File: src/rtl/rtc_pkg.sv
package rtc_pkg;

    localparam int ADDR_W = 5;

    localparam logic [ADDR_W-1:0] A_SEC  = 5'h00;
    localparam logic [ADDR_W-1:0] A_MIN  = 5'h01;
    localparam logic [ADDR_W-1:0] A_HR   = 5'h02;
    localparam logic [ADDR_W-1:0] A_CTRL = 5'h0E;
    localparam logic [ADDR_W-1:0] A_AGE  = 5'h10;
    localparam logic [ADDR_W-1:0] A_LAST = 5'h12;

    localparam logic [6:0] LIM_MS = 7'h59;
    localparam logic [6:0] LIM_HR = 7'h23;
    localparam logic [6:0] HR_MASK = 7'h3F;

    typedef enum logic [1:0] {
        FLD_SEC = 2'd0,
        FLD_MIN = 2'd1,
        FLD_HR  = 2'd2
    } field_e;

    typedef struct packed {
        logic [6:0] hr;
        logic [6:0] min;
        logic [6:0] sec;
    } rtc_time_t;

    // Returns {wrapped, next} for a packed-BCD field with inclusive limit lim.
    function automatic logic [7:0] bcd_step(input logic [6:0] v, input logic [6:0] lim);
        logic [7:0] r;
        if (v >= lim)
            r = {1'b1, 7'h00};
        else if (v[3:0] >= 4'd9)
            r = {1'b0, v[6:4] + 3'd1, 4'd0};
        else
            r = {1'b0, v + 7'd1};
        return r;
    endfunction

    function automatic logic bcd_ok(input logic [6:0] v, input logic [6:0] lim);
        return (v[3:0] <= 4'd9) && (v <= lim);
    endfunction

endpackage

File: src/rtl/rtc_prescaler.sv
module rtc_prescaler #(
    parameter int PRE_W = 15
) (
    input  logic clk,
    input  logic rst,
    input  logic tick_en,
    input  logic clr,
    output logic sec_tick,
    output logic half_hi
);
    localparam logic [PRE_W-1:0] CNT_TOP = '1;

    logic [PRE_W-1:0] cnt_q;

    always_ff @(posedge clk) begin
        if (rst)
            cnt_q <= '0;
        else if (clr)
            cnt_q <= '0;
        else if (tick_en)
            cnt_q <= cnt_q + 1'b1;
    end

    assign sec_tick = tick_en && (cnt_q == CNT_TOP);
    assign half_hi  = cnt_q[PRE_W-1];

    AST_HALF_NEEDS_TICK: assert property (@(posedge clk) disable iff (rst)
        $rose(half_hi) |-> $past(tick_en)) else $error("half phase rose without a tick");

endmodule

File: src/rtl/rtc_time_ctr.sv
module rtc_time_ctr
    import rtc_pkg::*;
(
    input  logic       clk,
    input  logic       rst,
    input  logic       tick,
    input  logic       wr_en,
    input  field_e     wr_fld,
    input  logic [6:0] wr_val,
    output rtc_time_t  now
);
    rtc_time_t  cur_q;
    logic [7:0] s_nx, m_nx, h_nx;

    always_comb begin
        s_nx = bcd_step(cur_q.sec, LIM_MS);
        m_nx = bcd_step(cur_q.min, LIM_MS);
        h_nx = bcd_step(cur_q.hr,  LIM_HR);
    end

    always_ff @(posedge clk) begin
        if (rst) begin
            cur_q <= '0;
        end else if (wr_en) begin
            case (wr_fld)
                FLD_SEC: cur_q.sec <= wr_val;
                FLD_MIN: cur_q.min <= wr_val;
                FLD_HR:  cur_q.hr  <= wr_val & HR_MASK;
                default: ;
            endcase
        end else if (tick) begin
            cur_q.sec <= s_nx[6:0];
            if (s_nx[7])
                cur_q.min <= m_nx[6:0];
            if (s_nx[7] && m_nx[7])
                cur_q.hr <= h_nx[6:0];
        end
    end

    assign now = cur_q;

    AST_SEC_STAYS_BCD: assert property (@(posedge clk) disable iff (rst)
        (tick && !wr_en && bcd_ok(cur_q.sec, LIM_MS)) |=> bcd_ok(cur_q.sec, LIM_MS)) else $error("seconds left BCD range");
    AST_SEC_WRITE_STORED: assert property (@(posedge clk) disable iff (rst)
        (wr_en && wr_fld == FLD_SEC) |=> (cur_q.sec == $past(wr_val))) else $error("seconds write lost");
    AST_OTHER_WRITE_FREEZES_SEC: assert property (@(posedge clk) disable iff (rst)
        (wr_en && wr_fld != FLD_SEC) |=> $stable(cur_q.sec)) else $error("tick not discarded on write");

endmodule

File: src/rtl/rtc_regport.sv
module rtc_regport
    import rtc_pkg::*;
(
    input  logic              clk,
    input  logic              rst,
    input  logic              start_stb,
    input  logic              ptr_ld,
    input  logic [ADDR_W-1:0] ptr_val,
    input  logic              wr_stb,
    input  logic [7:0]        wr_data,
    input  logic              rd_stb,
    input  rtc_time_t         now,
    output logic [7:0]        rd_data,
    output logic              sq_en,
    output logic              tm_wr_en,
    output field_e            tm_wr_fld,
    output logic [6:0]        tm_wr_val,
    output logic              sec_clr
);
    logic [ADDR_W-1:0] ptr_q, ptr_nx;
    rtc_time_t         snap_q;
    logic              en_q;
    logic [7:0]        age_q;
    logic [7:0]        rd_q;
    logic [7:0]        rd_mux;
    logic              do_wr, do_rd, step, wrap;

    always_comb begin
        do_wr  = wr_stb && !ptr_ld;
        do_rd  = rd_stb && !ptr_ld && !wr_stb;
        step   = do_wr || do_rd;
        wrap   = step && (ptr_q == A_LAST);
        ptr_nx = (ptr_q == A_LAST) ? '0 : ptr_q + 1'b1;

        tm_wr_en  = do_wr && (ptr_q <= A_HR);
        tm_wr_fld = field_e'(ptr_q[1:0]);
        tm_wr_val = wr_data[6:0];
        sec_clr   = do_wr && (ptr_q == A_SEC);

        case (ptr_q)
            A_SEC:   rd_mux = {1'b0, snap_q.sec};
            A_MIN:   rd_mux = {1'b0, snap_q.min};
            A_HR:    rd_mux = {1'b0, snap_q.hr};
            A_CTRL:  rd_mux = {7'b0, en_q};
            A_AGE:   rd_mux = age_q;
            default: rd_mux = 8'h00;
        endcase
    end

    always_ff @(posedge clk) begin
        if (rst) begin
            ptr_q  <= '0;
            snap_q <= '0;
            en_q   <= 1'b1;
            age_q  <= 8'h00;
            rd_q   <= 8'h00;
        end else begin
            if (ptr_ld)
                ptr_q <= ptr_val;
            else if (step)
                ptr_q <= ptr_nx;

            if (start_stb || wrap)
                snap_q <= now;

            if (do_wr && ptr_q == A_CTRL)
                en_q <= wr_data[0];
            if (do_wr && ptr_q == A_AGE)
                age_q <= wr_data;

            if (do_rd)
                rd_q <= rd_mux;
        end
    end

    assign rd_data = rd_q;
    assign sq_en   = en_q;

    AST_PTR_WRAPS: assert property (@(posedge clk) disable iff (rst)
        ((rd_stb || wr_stb) && !ptr_ld && ptr_q == A_LAST) |=> (ptr_q == '0)) else $error("pointer did not wrap");
    AST_SNAP_HELD: assert property (@(posedge clk) disable iff (rst)
        (!start_stb && !((rd_stb || wr_stb) && !ptr_ld && ptr_q == A_LAST)) |=> $stable(snap_q)) else $error("snapshot changed without trigger");
    AST_RD_DATA_HELD: assert property (@(posedge clk) disable iff (rst)
        !rd_stb |=> $stable(rd_q)) else $error("read data moved without read");

endmodule

File: src/rtl/rtc_sec_core.sv
module rtc_sec_core
    import rtc_pkg::*;
#(
    parameter int PRE_W = 15
) (
    input  logic              clk,
    input  logic              rst,
    input  logic              tick_en,
    input  logic              start_stb,
    input  logic              ptr_ld,
    input  logic [ADDR_W-1:0] ptr_val,
    input  logic              wr_stb,
    input  logic [7:0]        wr_data,
    input  logic              rd_stb,
    output logic [7:0]        rd_data,
    output logic              sqw_out
);
    rtc_time_t  now;
    logic       sec_tick, half_hi, sq_en;
    logic       tm_wr_en, sec_clr;
    field_e     tm_wr_fld;
    logic [6:0] tm_wr_val;

    rtc_prescaler #(.PRE_W(PRE_W)) u_pre (
        .clk      (clk),
        .rst      (rst),
        .tick_en  (tick_en),
        .clr      (sec_clr),
        .sec_tick (sec_tick),
        .half_hi  (half_hi)
    );

    rtc_time_ctr u_ctr (
        .clk    (clk),
        .rst    (rst),
        .tick   (sec_tick),
        .wr_en  (tm_wr_en),
        .wr_fld (tm_wr_fld),
        .wr_val (tm_wr_val),
        .now    (now)
    );

    rtc_regport u_port (
        .clk       (clk),
        .rst       (rst),
        .start_stb (start_stb),
        .ptr_ld    (ptr_ld),
        .ptr_val   (ptr_val),
        .wr_stb    (wr_stb),
        .wr_data   (wr_data),
        .rd_stb    (rd_stb),
        .now       (now),
        .rd_data   (rd_data),
        .sq_en     (sq_en),
        .tm_wr_en  (tm_wr_en),
        .tm_wr_fld (tm_wr_fld),
        .tm_wr_val (tm_wr_val),
        .sec_clr   (sec_clr)
    );

    assign sqw_out = sq_en & half_hi;

    AST_SET_DRIVES_LOW: assert property (@(posedge clk) disable iff (rst)
        sec_clr |=> !sqw_out) else $error("square wave not restarted by seconds write");
    AST_FALL_IS_TICK: assert property (@(posedge clk) disable iff (rst)
        ($fell(sqw_out) && sq_en && $past(sq_en) && !$past(tm_wr_en)) |-> (now.sec != $past(now.sec))) else $error("falling edge without second increment");

endmodule

File: config.mk
export PLATFORM = sky130hd
export DESIGN_NAME = rtc_sec_core
export DESIGN_NICKNAME = d
export VERILOG_FILES = /design/src/rtl/rtc_pkg.sv /design/src/rtl/rtc_prescaler.sv /design/src/rtl/rtc_time_ctr.sv /design/src/rtl/rtc_regport.sv /design/src/rtl/rtc_sec_core.sv
export SDC_FILE = /design/constraint.sdc
export NUM_CORES = 1
export LEC_CHECK = 0
export ABC_AREA = 1
export CAP_MARGIN = 0
export CORE_ASPECT_RATIO = 1.2
export CORE_MARGIN = 4
export CORE_UTILIZATION = 54
export DETAILED_ROUTE_END_ITERATION = 8
export GPL_TIMING_DRIVEN = 0
export PLACE_DENSITY = 0.82
export SYNTH_ARGS = -nofsm -noshare
export SYNTH_HDL_FRONTEND = slang
export SYNTH_SLANG_ARGS = --single-unit
File: constraint.sdc
create_clock -name clk -period 1.5 [get_ports clk]
set_input_delay 0.15 -clock clk [delete_from_list [all_inputs] [get_ports clk]]
set_output_delay 0.15 -clock clk [all_outputs]
set_load 0.02 [all_outputs]
* Word level (Yosys, flattened, before mapping)
Cells that the tools add are included.
** Word-level totals
- Bits in registers :: 79
- Latch bits :: 0
- RAM bits :: 0
- Memory bits (read-only) :: 0
- Bits of input ports :: 20
- Output and inout bits :: 9
- Logic and storage cells :: 79
- Memories kept :: 0
** Cells by class
- Add/sub/neg operators :: 8
- Multipliers :: 0
- Div/mod/pow operators :: 0
- Order comparisons :: 7
- Equality and inequality tests :: 11
- Shift-type cells :: 0
- Mux-type cells :: 17
- Bitwise gates (word level) :: 1
- Reduce and logical (&&, ||, !) cells :: 24
** Operators with widths (count)
- 7-bit 2-to-1 mux :: 9
- 21-bit 2-to-1 mux :: 2
- 8-bit one-hot mux with 5 select lines :: 1
- 7-bit by 1-bit adder with 7-bit output, second input constant :: 3
- 8-bit 2-to-1 mux :: 2
- 15-bit by 1-bit adder with 15-bit output, second input constant :: 1
- 15-bit equality test, second input constant :: 1
- 5-bit 2-to-1 mux :: 3
- 7-bit >= comparator, second input constant :: 2
- 4-bit >= comparator, second input constant :: 3
- 5-bit equality test, second input constant :: 2
- 1-bit logical AND :: 10
- 3-bit by 1-bit adder with 3-bit output, second input constant :: 3
- 2-bit nonzero test :: 4
- 7-bit by 6-bit >= comparator with 1-bit output, second input constant :: 1
- 2-bit by 1-bit != test with 1-bit output, second input constant :: 3
- 3-bit AND reduction :: 2
- 5-bit by 1-bit adder with 5-bit output, second input constant :: 1
- 5-bit by 1-bit equality test with 1-bit output, second input constant :: 1
- 5-bit by 2-bit equality test with 1-bit output, second input constant :: 1
- 5-bit by 4-bit equality test with 1-bit output, second input constant :: 1
- 5-bit by 2-bit <= comparator with 1-bit output, second input constant :: 1
- 5-bit zero test :: 1
- 2-bit by 1-bit equality test with 1-bit output, second input constant :: 1
- other kinds (7) :: 9

* Longest topological paths before layout
- Word-level depth :: 7
- Mapped depth :: 13

* Cells and area by module
Synthesis repeated with hierarchy kept, for this count alone.
** Unflattened totals
- Cells, all modules :: 665
- Area total of the unflattened synthesis :: 4566.9 um^2
** By module, submodules not included
- rtc_regport :: instances 1, cells an instance 281, area each 2039.5 um^2, seq. area each 860.8 um^2
- rtc_time_ctr :: instances 1, cells an instance 270, area each 1741.7 um^2, seq. area each 420.4 um^2
- rtc_prescaler :: instances 1, cells an instance 112, area each 778.2 um^2, seq. area each 300.3 um^2
- rtc_sec_core :: instances 1, cells an instance 2, area each 7.5 um^2, seq. area each 0.0 um^2

* Worst setup path before layout
OpenSTA, ideal clock, no wires.
- Path type :: register to register
- Start :: reg u_port.ptr_q[0]
- End :: reg u_ctr.cur_q, in the netlist u_ctr.now[14]
- Setup time :: 0.113 ns
- Arrival :: 1.512 ns
- Required time :: 1.387 ns
- Slack :: -0.124 ns
- Stages on the path, launching flop included :: 12
- Path buffers :: 1
- Period minus slack after synthesis :: 1.624 ns
- Path through :: dfxtp_1 inv_1 ha_1 nor2_1 nor2_4 nand2_4 nor2_1 a21oi_2 nand2_2 buf_6 nor2_1 nor2_1
** On the way
- Word-level cells in the longest chain between the ends :: 4
** RTL lines
- start, declared :: RTL line rtc_regport.sv:20 : logic [ADDR_W-1:0] ptr_q, ptr_nx;
- start signal, assigned :: RTL line rtc_regport.sv:59 : ptr_q <= ptr_val;
- start signal, assigned :: RTL line rtc_regport.sv:61 : ptr_q <= ptr_nx;
- 5-bit by 2-bit <= comparator with 1-bit output :: RTL line rtc_regport.sv:35 : tm_wr_en = do_wr && (ptr_q <= A_HR);
- 1-bit logical AND :: RTL line rtc_regport.sv:35
- 2-bit by 1-bit != test with 1-bit output (no line) / 2-bit nonzero test (equally long branches)
- 3-bit AND reduction (no line)
- end, declared :: RTL line rtc_time_ctr.sv:12 : rtc_time_t cur_q;
Parallel ways exist; a longest one is shown, timed or not.
A chain may end at the register's enable or synchronous reset.

* Worst setup path in the final report
- Start :: reg u_ctr.cur_q, in the netlist u_ctr.now[5]
- End :: reg u_ctr.cur_q, in the netlist u_ctr.now[16]
** On the way
- Word-level cells in the longest chain between the ends :: 5
** RTL lines
- 7-bit >= comparator :: RTL line rtc_pkg.sv:31 : if (v >= lim)
- 8-bit 2-to-1 mux :: RTL line rtc_pkg.sv:31
- 1-bit logical AND :: RTL line rtc_time_ctr.sv:35 : if (s_nx[7] && m_nx[7])
- 2-bit nonzero test (no line)
- 3-bit AND reduction (no line)
No other way between the ends.

==> results_dict.tcl <==
set metrics [dict create \
    outcome "finished with violations" \
    violations "negative setup slack" \
    cap_violations 0 \
    vias_per_cell 6.59 \
    finalSetupViolCount 63 \
    wl_mm 18.5 \
    synth_area_leaders "dfxtp_1 (36%), nand2_1 (15%), nor2_1 (7.1%), ha_1 (5.8%), a21oi_1 (5.3%)" \
    grtUsageMet2_pct 48.9 \
    drc 0 \
    avgSynthCellArea_um2 6.81 \
    ios 29 \
    worst_ep_required_time_ps 1770 \
    clkTransAtPathRegs_ps 110 \
    initial_core_util_pct 56.1 \
    ys_types 31 \
    hold_path.class "input pin to register" \
    fillCellCount 383 \
    cts.hold.buffers_added 0 \
    core.rowCount 35 \
    synth_enable_flop_cells 0 \
    synth_top_cell_area_share_pct 36.3 \
    period_minus_slack_ps 1870 \
    cts_tree "built" \
    dr_total_vias 5417 \
    synthesis.nets 679 \
    path_class "register to register" \
    ys_ff_latch 79 \
    path_max_fanout 5 \
    first_global_vias 4623 \
    wl_per_cell_um 22.6 \
    grt_overflow 0 \
    grt_start_max_net_pins 14 \
    synth_common_cells "nand2_1 (170), nor2_1 (82), dfxtp_1 (79), inv_1 (60)" \
    grtUsageMet3_pct 5.94 \
    final.setup.tns_ps -8940 \
    layout-drive-gt1-share_pct 38.8 \
    htree_levels 3 \
    p_leak_nw 2.81 \
    fin_hold_ws_ps 44.0 \
    synth_most_common_cell "nand2_1" \
    grt_setup_unrepaired "true" \
    clock-sinks 79 \
    die_x_um 90.0 \
    clk_latency_ps 390 \
    finalClockSkew_ps 29.3 \
    pwr_density_cell_nw_per_um2 887 \
    fin_crit_sh_pct 125 \
    cts_buffer_depth 2 \
    relSlewSlack_pct 42.8 \
    gp_congestion 0.924 \
    clock.fmax_mhz 534 \
    die_y_um 106 \
    cts_made_buffers 9 \
    syn_inst 639 \
    use_met1_pct 31.1 \
    startpoint_type "register" \
    netlist_area_um2 4350 \
    fin_nets 765 \
    ir_drop_mv 1.10 \
    ys_seq_area_share_pct 36.3 \
    tightest_slew_ps 858 \
    port_buffers 25 \
    grt_usage_pct 28.0 \
    finalHoldViolations 0 \
    synth-main-ff-cell "dfxtp_1" \
    drtIter0Drc 862 \
    die-area_um2 9570 \
    antenna_cells 0 \
    antenna_found_initial 0 \
    drtPass1Iterations 8 \
    worst_slack_ps -372 \
    drv_slew 0 \
    core_area_um2 7750 \
    cts-root-buf "clkbuf_8" \
    ant_nets 0 \
    place_ws_ps -407 \
    grt_pass1_wl_mm 21.8 \
    synthArstFlopShare_pct 0 \
    synth_warnings 0 \
    synth.largest_area_cell "dfxtp_1" \
    area_growth_pct 46.9 \
    worstSetupEndpointType "register" \
    dp_hpwl_mm 8.14 \
    critPathArrivalTime_ps 2140 \
    busiest_layer "met2" \
]
==> registers in the layout, summed over array words and instances, names as in the netlist <==
register / cells
u_port.sq_en: 1
u_pre.cnt_q: 15
u_port.rd_data: 8
u_port.snap_q: 21
u_port.ptr_q: 5
u_port.age_q: 8
u_ctr.now: 21
==> kinds of logic after synthesis <==
family,count (synthesis),share of synthesized area (%)
AOI/OAI and AO/OA,103,12.3
xor gates and xnor gates,16,3.22
adders and majority gates,20,5.75
buffers and inverters,87,8.45
DFF,79,36.3
and+or+nand+nor,334,34.0
==> final cells by class <==
| class | count | area [um2] | share of cell area (%) |
|---|---|---|---|
| multi-input cells | 473 | 3190 | 49.8 |
| flip-flops and latches | 79 | 1620 | 25.4 |
| repair buffers | 75 | 769 | 12.0 |
| inverters | 69 | 274 | 4.29 |
| plain buffers | 18 | 164 | 2.56 |
| clock buffers | 11 | 131 | 2.06 |
| clock inverters | 5 | 129 | 2.02 |
| well taps | 92 | 115 | 1.80 |
==> stage by stage <==
stage | utilization [%] | instance area (um2) | total power [W] | instances
after floorplan | - | 4380 | 0.00269 | 639
final | 82.5 | 6390 | 0.00567 | 822
after CTS | 72.9 | 5650 | 0.00515 | 806
after global placement | 61.3 | 4750 | 0.00286 | 756
after detailed placement | 61.3 | 4750 | 0.00288 | 756
after global routing | 82.5 | 6390 | 0.00577 | 822
==> path summary, 6_finish.rpt <==
kind                                         from                 to  slack (ps)  cells after the start
worst min register to register  u_port.rd_data[1]  u_port.rd_data[1]         470                      2
worst max-delay path                 u_ctr.now[5]      u_ctr.now[16]        -370                     11
worst min-delay path                      tick_en     u_pre.cnt_q[0]          40                      2
worst max register to register       u_ctr.now[5]      u_ctr.now[16]        -370                     11
==> metal layers <==
layer,vias to the layer above,wire (um)
met1,2442,6510
li1,2236,-
met5,-,0
met3,195,2170
met2,544,8290
met4,0,1570
==> worst max-delay path, cell delays in order (launching register included) <==
cell      delay [ps]
dfxtp_4          380
inv_4             70
ha_4             110
nand2_1           70
nand3b_1         290
nand3_2          200
nand2_2           90
nand2_4           80
nand2_4           80
buf_6            150
nor2_1           150
nor2_1            80
==> power by group <==
part	total, W	internal (W)	switching [W]
clock	0.00223	0.00128	0.000947
combinational	0.00117	0.000466	0.000704
sequential	0.00227	0.00217	0.0000949
==> cell usage in the layout (no fill, tap or decap), drive strengths merged <==
master / count
xor2: 15
clkdlybuf4s50: 23
o21ai: 48
o211ai: 2
nand4: 17
ha: 20
nor3: 4
nor4: 1
buf: 60
a21oi: 48
xnor2: 1
inv: 69
dlymetal6s2s: 1
nand3: 43
bufinv: 4
clkinv: 1
nand3b: 3
a31oi: 5
nor2: 90
clkbuf: 19
nand2: 176
dlygate4sd2: 1
dfxtp: 79
==> what timing repair did <==
| action | CTS | global route |
|---|---|---|
| setup endpoints to repair | 75 | 67 |
| setup buffers | 29 | 13 |
| hold endpoints to repair | 0 | 0 |
| cloned | 5 | 3 |
| resized for setup | 117 | 193 |
| pin swaps | 34 | 62 |
No activity file was read; power rests on OpenSTA's default activity.
